==> src/rtl/tic_pkg.sv <==
package tic_pkg;
  localparam int NSRC     = 4;
  localparam int REG_W    = 8;
  localparam int VEC_BASE = 3;
  localparam int SRC_BIT [NSRC] = '{6, 5, 2, 1};

  function automatic logic [REG_W-1:0] impl_mask();
    logic [REG_W-1:0] m;
    m = '0;
    for (int i = 0; i < NSRC; i++) m[SRC_BIT[i]] = 1'b1;
    return m;
  endfunction

  function automatic logic [REG_W-1:0] pack_bits(input logic [NSRC-1:0] v);
    logic [REG_W-1:0] b;
    b = '0;
    for (int i = 0; i < NSRC; i++) b[SRC_BIT[i]] = v[i];
    return b;
  endfunction

  function automatic logic [NSRC-1:0] unpack_bits(input logic [REG_W-1:0] b);
    logic [NSRC-1:0] v;
    for (int i = 0; i < NSRC; i++) v[i] = b[SRC_BIT[i]];
    return v;
  endfunction
endpackage

==> src/rtl/tic_flag_bank.sv <==
module tic_flag_bank #(
  parameter int NSRC = 4
) (
  input  logic            clk,
  input  logic            rst,
  input  logic [NSRC-1:0] evt,
  input  logic [NSRC-1:0] clr_wr,
  input  logic [NSRC-1:0] ack_hit,
  output logic [NSRC-1:0] flag
);
  logic [NSRC-1:0] clr_sync;

  always_ff @(posedge clk) begin
    if (rst) clr_sync <= '0;
    else     clr_sync <= clr_wr;
  end

  for (genvar i = 0; i < NSRC; i++) begin : g_flag
    always_ff @(posedge clk) begin
      if (rst)         flag[i] <= 1'b0;
      else if (evt[i]) flag[i] <= 1'b1;
      else if (clr_sync[i] || ack_hit[i]) flag[i] <= 1'b0;
    end
  end
endmodule

==> src/rtl/tic_regif.sv <==
module tic_regif
  import tic_pkg::*;
#(
  parameter int              ADDR_W    = 6,
  parameter logic [ADDR_W-1:0] FLAG_ADDR = 6'h38,
  parameter logic [ADDR_W-1:0] MASK_ADDR = 6'h39
) (
  input  logic              clk,
  input  logic              rst,
  input  logic [ADDR_W-1:0] addr,
  input  logic              wr,
  input  logic [REG_W-1:0]  wdata,
  input  logic [NSRC-1:0]   flag,
  output logic [NSRC-1:0]   en,
  output logic [NSRC-1:0]   clr_wr,
  output logic [REG_W-1:0]  rdata
);
  logic hit_flag, hit_mask;
  assign hit_flag = (addr == FLAG_ADDR);
  assign hit_mask = (addr == MASK_ADDR);

  assign clr_wr = (wr && hit_flag) ? unpack_bits(wdata) : '0;

  always_ff @(posedge clk) begin
    if (rst)                  en <= '0;
    else if (wr && hit_mask)  en <= unpack_bits(wdata);
  end

  always_ff @(posedge clk) begin
    if (rst)           rdata <= '0;
    else if (hit_flag) rdata <= pack_bits(flag);
    else if (hit_mask) rdata <= pack_bits(en);
    else               rdata <= '0;
  end
endmodule

==> src/rtl/tic_prio_enc.sv <==
module tic_prio_enc #(
  parameter int NSRC     = 4,
  parameter int VEC_W    = 4,
  parameter int VEC_BASE = 3
) (
  input  logic             clk,
  input  logic             rst,
  input  logic [NSRC-1:0]  pend,
  output logic             req,
  output logic [VEC_W-1:0] vec
);
  logic [VEC_W-1:0] sel_vec;

  always_comb begin
    sel_vec = '0;
    for (int i = NSRC-1; i >= 0; i--)
      if (pend[i]) sel_vec = VEC_W'(VEC_BASE + i);
  end

  always_ff @(posedge clk) begin
    if (rst) begin
      req <= 1'b0;
      vec <= '0;
    end else begin
      req <= |pend;
      vec <= sel_vec;
    end
  end
endmodule

==> src/rtl/tmr_irq_ctrl.sv <==
module tmr_irq_ctrl
  import tic_pkg::*;
#(
  parameter int                ADDR_W    = 6,
  parameter logic [ADDR_W-1:0] FLAG_ADDR = 6'h38,
  parameter logic [ADDR_W-1:0] MASK_ADDR = 6'h39,
  parameter int                VEC_W     = 4
) (
  input  logic              clk,
  input  logic              rst,
  input  logic [NSRC-1:0]   evt_pulse,
  input  logic [ADDR_W-1:0] bus_addr,
  input  logic              bus_wr,
  input  logic [REG_W-1:0]  bus_wdata,
  output logic [REG_W-1:0]  bus_rdata,
  input  logic              gie,
  output logic              irq_req,
  output logic [VEC_W-1:0]  irq_vec,
  input  logic              ack_valid,
  input  logic [VEC_W-1:0]  ack_vec
);
  logic [NSRC-1:0] flag_vec, en_vec, clr_wr, ack_hit, pend;

  for (genvar i = 0; i < NSRC; i++) begin : g_ack
    assign ack_hit[i] = ack_valid && (ack_vec == VEC_W'(VEC_BASE + i));
  end

  assign pend = flag_vec & en_vec & {NSRC{gie}};

  tic_regif #(.ADDR_W(ADDR_W), .FLAG_ADDR(FLAG_ADDR), .MASK_ADDR(MASK_ADDR)) u_regif (
    .clk(clk), .rst(rst), .addr(bus_addr), .wr(bus_wr), .wdata(bus_wdata),
    .flag(flag_vec), .en(en_vec), .clr_wr(clr_wr), .rdata(bus_rdata)
  );

  tic_flag_bank #(.NSRC(NSRC)) u_flags (
    .clk(clk), .rst(rst), .evt(evt_pulse), .clr_wr(clr_wr),
    .ack_hit(ack_hit), .flag(flag_vec)
  );

  tic_prio_enc #(.NSRC(NSRC), .VEC_W(VEC_W), .VEC_BASE(VEC_BASE)) u_prio (
    .clk(clk), .rst(rst), .pend(pend), .req(irq_req), .vec(irq_vec)
  );
endmodule

==> config.mk <==
export PLATFORM = sky130hd
export DESIGN_NAME = tmr_irq_ctrl
export DESIGN_NICKNAME = d
export VERILOG_FILES = /design/src/rtl/tic_pkg.sv /design/src/rtl/tic_flag_bank.sv /design/src/rtl/tic_regif.sv /design/src/rtl/tic_prio_enc.sv /design/src/rtl/tmr_irq_ctrl.sv
export SDC_FILE = /design/constraint.sdc
export NUM_CORES = 1
export LEC_CHECK = 0
export BUFFER_PORTS_ARGS = -buffer_cell sky130_fd_sc_hd__buf_2
export CAP_MARGIN = 25
export CELL_PAD_IN_SITES_DETAIL_PLACEMENT = 2
export CELL_PAD_IN_SITES_GLOBAL_PLACEMENT = 2
export CORE_MARGIN = 2
export CORE_UTILIZATION = 23
export CTS_BUF_LIST = sky130_fd_sc_hd__clkbuf_4 sky130_fd_sc_hd__clkbuf_8 sky130_fd_sc_hd__clkbuf_16
export DETAILED_ROUTE_END_ITERATION = 6
export HOLD_SLACK_MARGIN = 0.12
export PLACE_DENSITY_LB_ADDON = 0.1
export SYNTH_ARGS = -nofsm -noshare
export SYNTH_HDL_FRONTEND = slang
export SYNTH_SLANG_ARGS = --single-unit
==> constraint.sdc <==
create_clock -name clk -period 0.9 [get_ports clk]
set_input_delay 0.135 -clock clk [delete_from_list [all_inputs] [get_ports clk]]
set_output_delay 0.135 -clock clk [all_outputs]
set_load 0.01 [all_outputs]
==> impl_metrics.yaml <==
cells_and_area:
  nFillCells: 427
  area_growth_pct: 45.1
  nNetsFinal: 163
  n_antenna_cell: 0
  drive_above_1_share_pct: 37.0
  fin_area_um2: 1250
worst_setup_path:
  crit_chain: "a22oi_2, a21boi_2, a21oi_1"
  worstPathRequired_ns: 1.05
  critPathLaunchType: "flip-flop"
  path_buf_inv: 0
  setup.worst_path.class: "flip-flop to flip-flop"
  slowest_delay_ns: 0.33
  cp.arrival_ns: 1.08
  crit_slowest_cell: "dfxtp_2"
  crit_fanout: 2
  critPathCaptureType: "flip-flop"
  critPathTopFamily: "compound AO/OA/AOI/OAI gates"
placed_design:
  place_area_um2: 1100
  place.gp.congestion: 0.689
  port_buffers: 30
  hpwl_mm: 1.74
power_and_ir_drop:
  finalPower_mw: 2.00
  ir_drop_uv: 999
  leakagePower_nw: 0.551
  power.density_nw_per_um2: 1600
synth:
  yosysTopAreaCellShare_pct: 46.5
  synthMuxAreaShare_pct: 9.30
  synth_area_per_cell_um2: 9.67
  synthCells: 89
  synth_edf_count: 0
  ys_warn_count: 0
  yosys.area_share.adder_pct: 0
  synth_flop_cell: "dfxtp_1"
  synth_seq_cells: 20
  yosysTopAreaCell: "dfxtp_1"
  synthSimpleGateAreaFrac_pct: 26.2
  synth_seq_area_share_pct: 46.5
  syn_area_um2: 861
  yosysUniqueCellTypes: 27
  async_reset_ff_share_pct: 0
  synthTopCellsByArea: "dfxtp_1 (47%), mux2i_1 (9.3%), nand2b_1 (6.5%), buf_4 (5.2%), a21oi_1 (4.1%)"
  yosys.area_share.xor_xnor_pct: 0
  synth_compound_area_share_pct: 8.43
  synth_top_family_by_area: "simple AND/OR/NAND/NOR gates"
die:
  ioPinCount: 40
  coreArea_um2: 3630
  start_util_pct: 23.7
  die-area_um2: 4250
  die_w_um: 65.2
  fp-row-count: 22
  die_y_um: 65.2
cts:
  path_clk_slew_ns: 0.08
  post-cts-setup-buffer-count: 0
  htree_levels: 1
  clock_tree.buffer_depth: 2
  worstSkewPairLatency_ns: 0.26
  root_buffer: "clkbuf_8"
  cts_tree: "built"
  cts_buffers: 3
  cts.sinks: 20
sta:
  worst_hold_slack_ns: 0.194
  rsz0062_at_grt: "yes"
  max_freq_ghz: 1.08
  skew_ns: 0.00726
  drv_slew: 0
  min_period_ns: 0.927
  setup_violations: 2
  tns_ns: -0.0316
  finalHoldViolCount: 0
  min_period_over_period_pct: 103
  fin_ws_ns: -0.0270
global_route:
  track_usage_pct: 11.5
  grt_util_met1_pct: 12.6
  top_usage_layer: "met2"
  antenna_found_initial: 0
  use_met2_pct: 19.3
  use_met3_pct: 4.28
  grt_overflow: 0
  grt_pass1_vias: 800
  grt_max_degree: 14
  grt_pass1_wl_mm: 3.65
run:
  cap_violations: 0
min_path:
  hp-class: "input port to flip-flop"
drt:
  drt_first_pass_iters: 2
  drc_errors: 0
  ant_nets: 0
  via_per_inst: 4.18
  drt-wirelength-per-cell_um: 12.3
  drtIter0Drc: 12
  vias: 765
  wl_mm: 2.25
outcome:
  status: "finished, violations left"
  violations: "negative setup slack"
## routing by layer
layer / share of wire (%) / up-vias / wire [um]
li1: - / 378 / -
met1: 43 / 364 / 962
met2: 49 / 17 / 1110
met3: 3.9 / 6 / 87
met4: 4.0 / 0 / 91
met5: 0 / - / 0
## kinds of logic after synthesis
family / count (synthesis)
AOI/OAI and AO/OA: 12
other: 1
and+or+nand+nor: 33
muxes: 8
DFF: 20
buffers and inverters: 15
## worst min-delay path, delay by kind of cell
family,cells,cell delay (ns)
AO/OA/AOI/OAI,1,0.05
AND/OR/NAND/NOR,1,0.12
buffers and inverters,1,0.10
## Yosys cell counts, drive strengths merged, types with 2 or more instances
library cell / count
o311ai: 2
nor2: 4
dfxtp: 20
and2: 4
nor3: 3
nand2b: 10
inv: 8
nand3: 3
a21oi: 7
buf: 6
mux2i: 8
nand2: 3
## where the power goes
group	switching, mW	internal, mW	leakage, nW
sequential	0.0127	0.899	0.163
combinational	0.0914	0.107	0.352
clock	0.296	0.593	0.0357
## what timing repair did
action,in CTS,in global routing
endpoints found under the setup margin,3,3
hold buffers,7,0
endpoints found under the hold margin,7,0
resized for setup,2,0
## flip-flops by register name (all words and copies together), names as in the netlist
register	cells
u_flags.clr_sync	4
u_regif.rdata	4
u_prio.req	1
u_regif.en	4
u_flags.flag	4
u_prio.vec	3
## layout make-up
class / instances / area (um^2) / area share, %
multi-input combinational: 58 / 405 / 32.5
tap: 48 / 60.1 / 4.81
inverter: 8 / 30.0 / 2.40
sequential: 20 / 402 / 32.2
timing repair buffer: 45 / 280 / 22.4
clock buffer: 3 / 41.3 / 3.31
clock inverter: 1 / 30.0 / 2.40
## path summary, 6_finish.rpt
check           startpoint       endpoint  slack [ns]  cells after the start
max          u_regif.en[2]     u_prio.req       -0.03                      3
min                    gie  u_prio.vec[0]        0.19                      3
max reg2reg  u_regif.en[2]     u_prio.req       -0.03                      3
min reg2reg  u_regif.en[0]  u_regif.en[0]        0.52                      2
## stage by stage
stage / cells / worst slack (ns) / util, %
finish: 183 / -0.0270 / 34.4
global route: 183 / -0.0637 / 34.4
CTS: 183 / -0.0327 / 34.4
detailed placement: 172 / -0.107 / 30.3
global placement: 172 / -0.0706 / 30.3
floorplan: 93 / 0.0245 / -
## layout by cell type (no fill, tap or decap)
cell,instances
buf_2,30
dfxtp_1,19
nand2b_1,9
inv_1,8
mux2i_1,8
buf_4,8
a21oi_1,7
dlygate4sd3_1,7
conb_1,5
nor2_1,4
and2_1,4
clkbuf_8,3
nor3_1,2
o311ai_1,2
nand2_1,2
nand3_1,2
nand4bb_1,1
nand3_2,1
nor3_2,1
nand2b_2,1
nand2_2,1
nor4_4,1
nand3b_1,1
a22oi_2,1
a21boi_2,1
nor3b_1,1
nor2b_1,1
o21ai_1,1
and4bb_1,1
bufinv_16,1
dfxtp_2,1
Note: power is estimated with default switching activity, not from simulation.
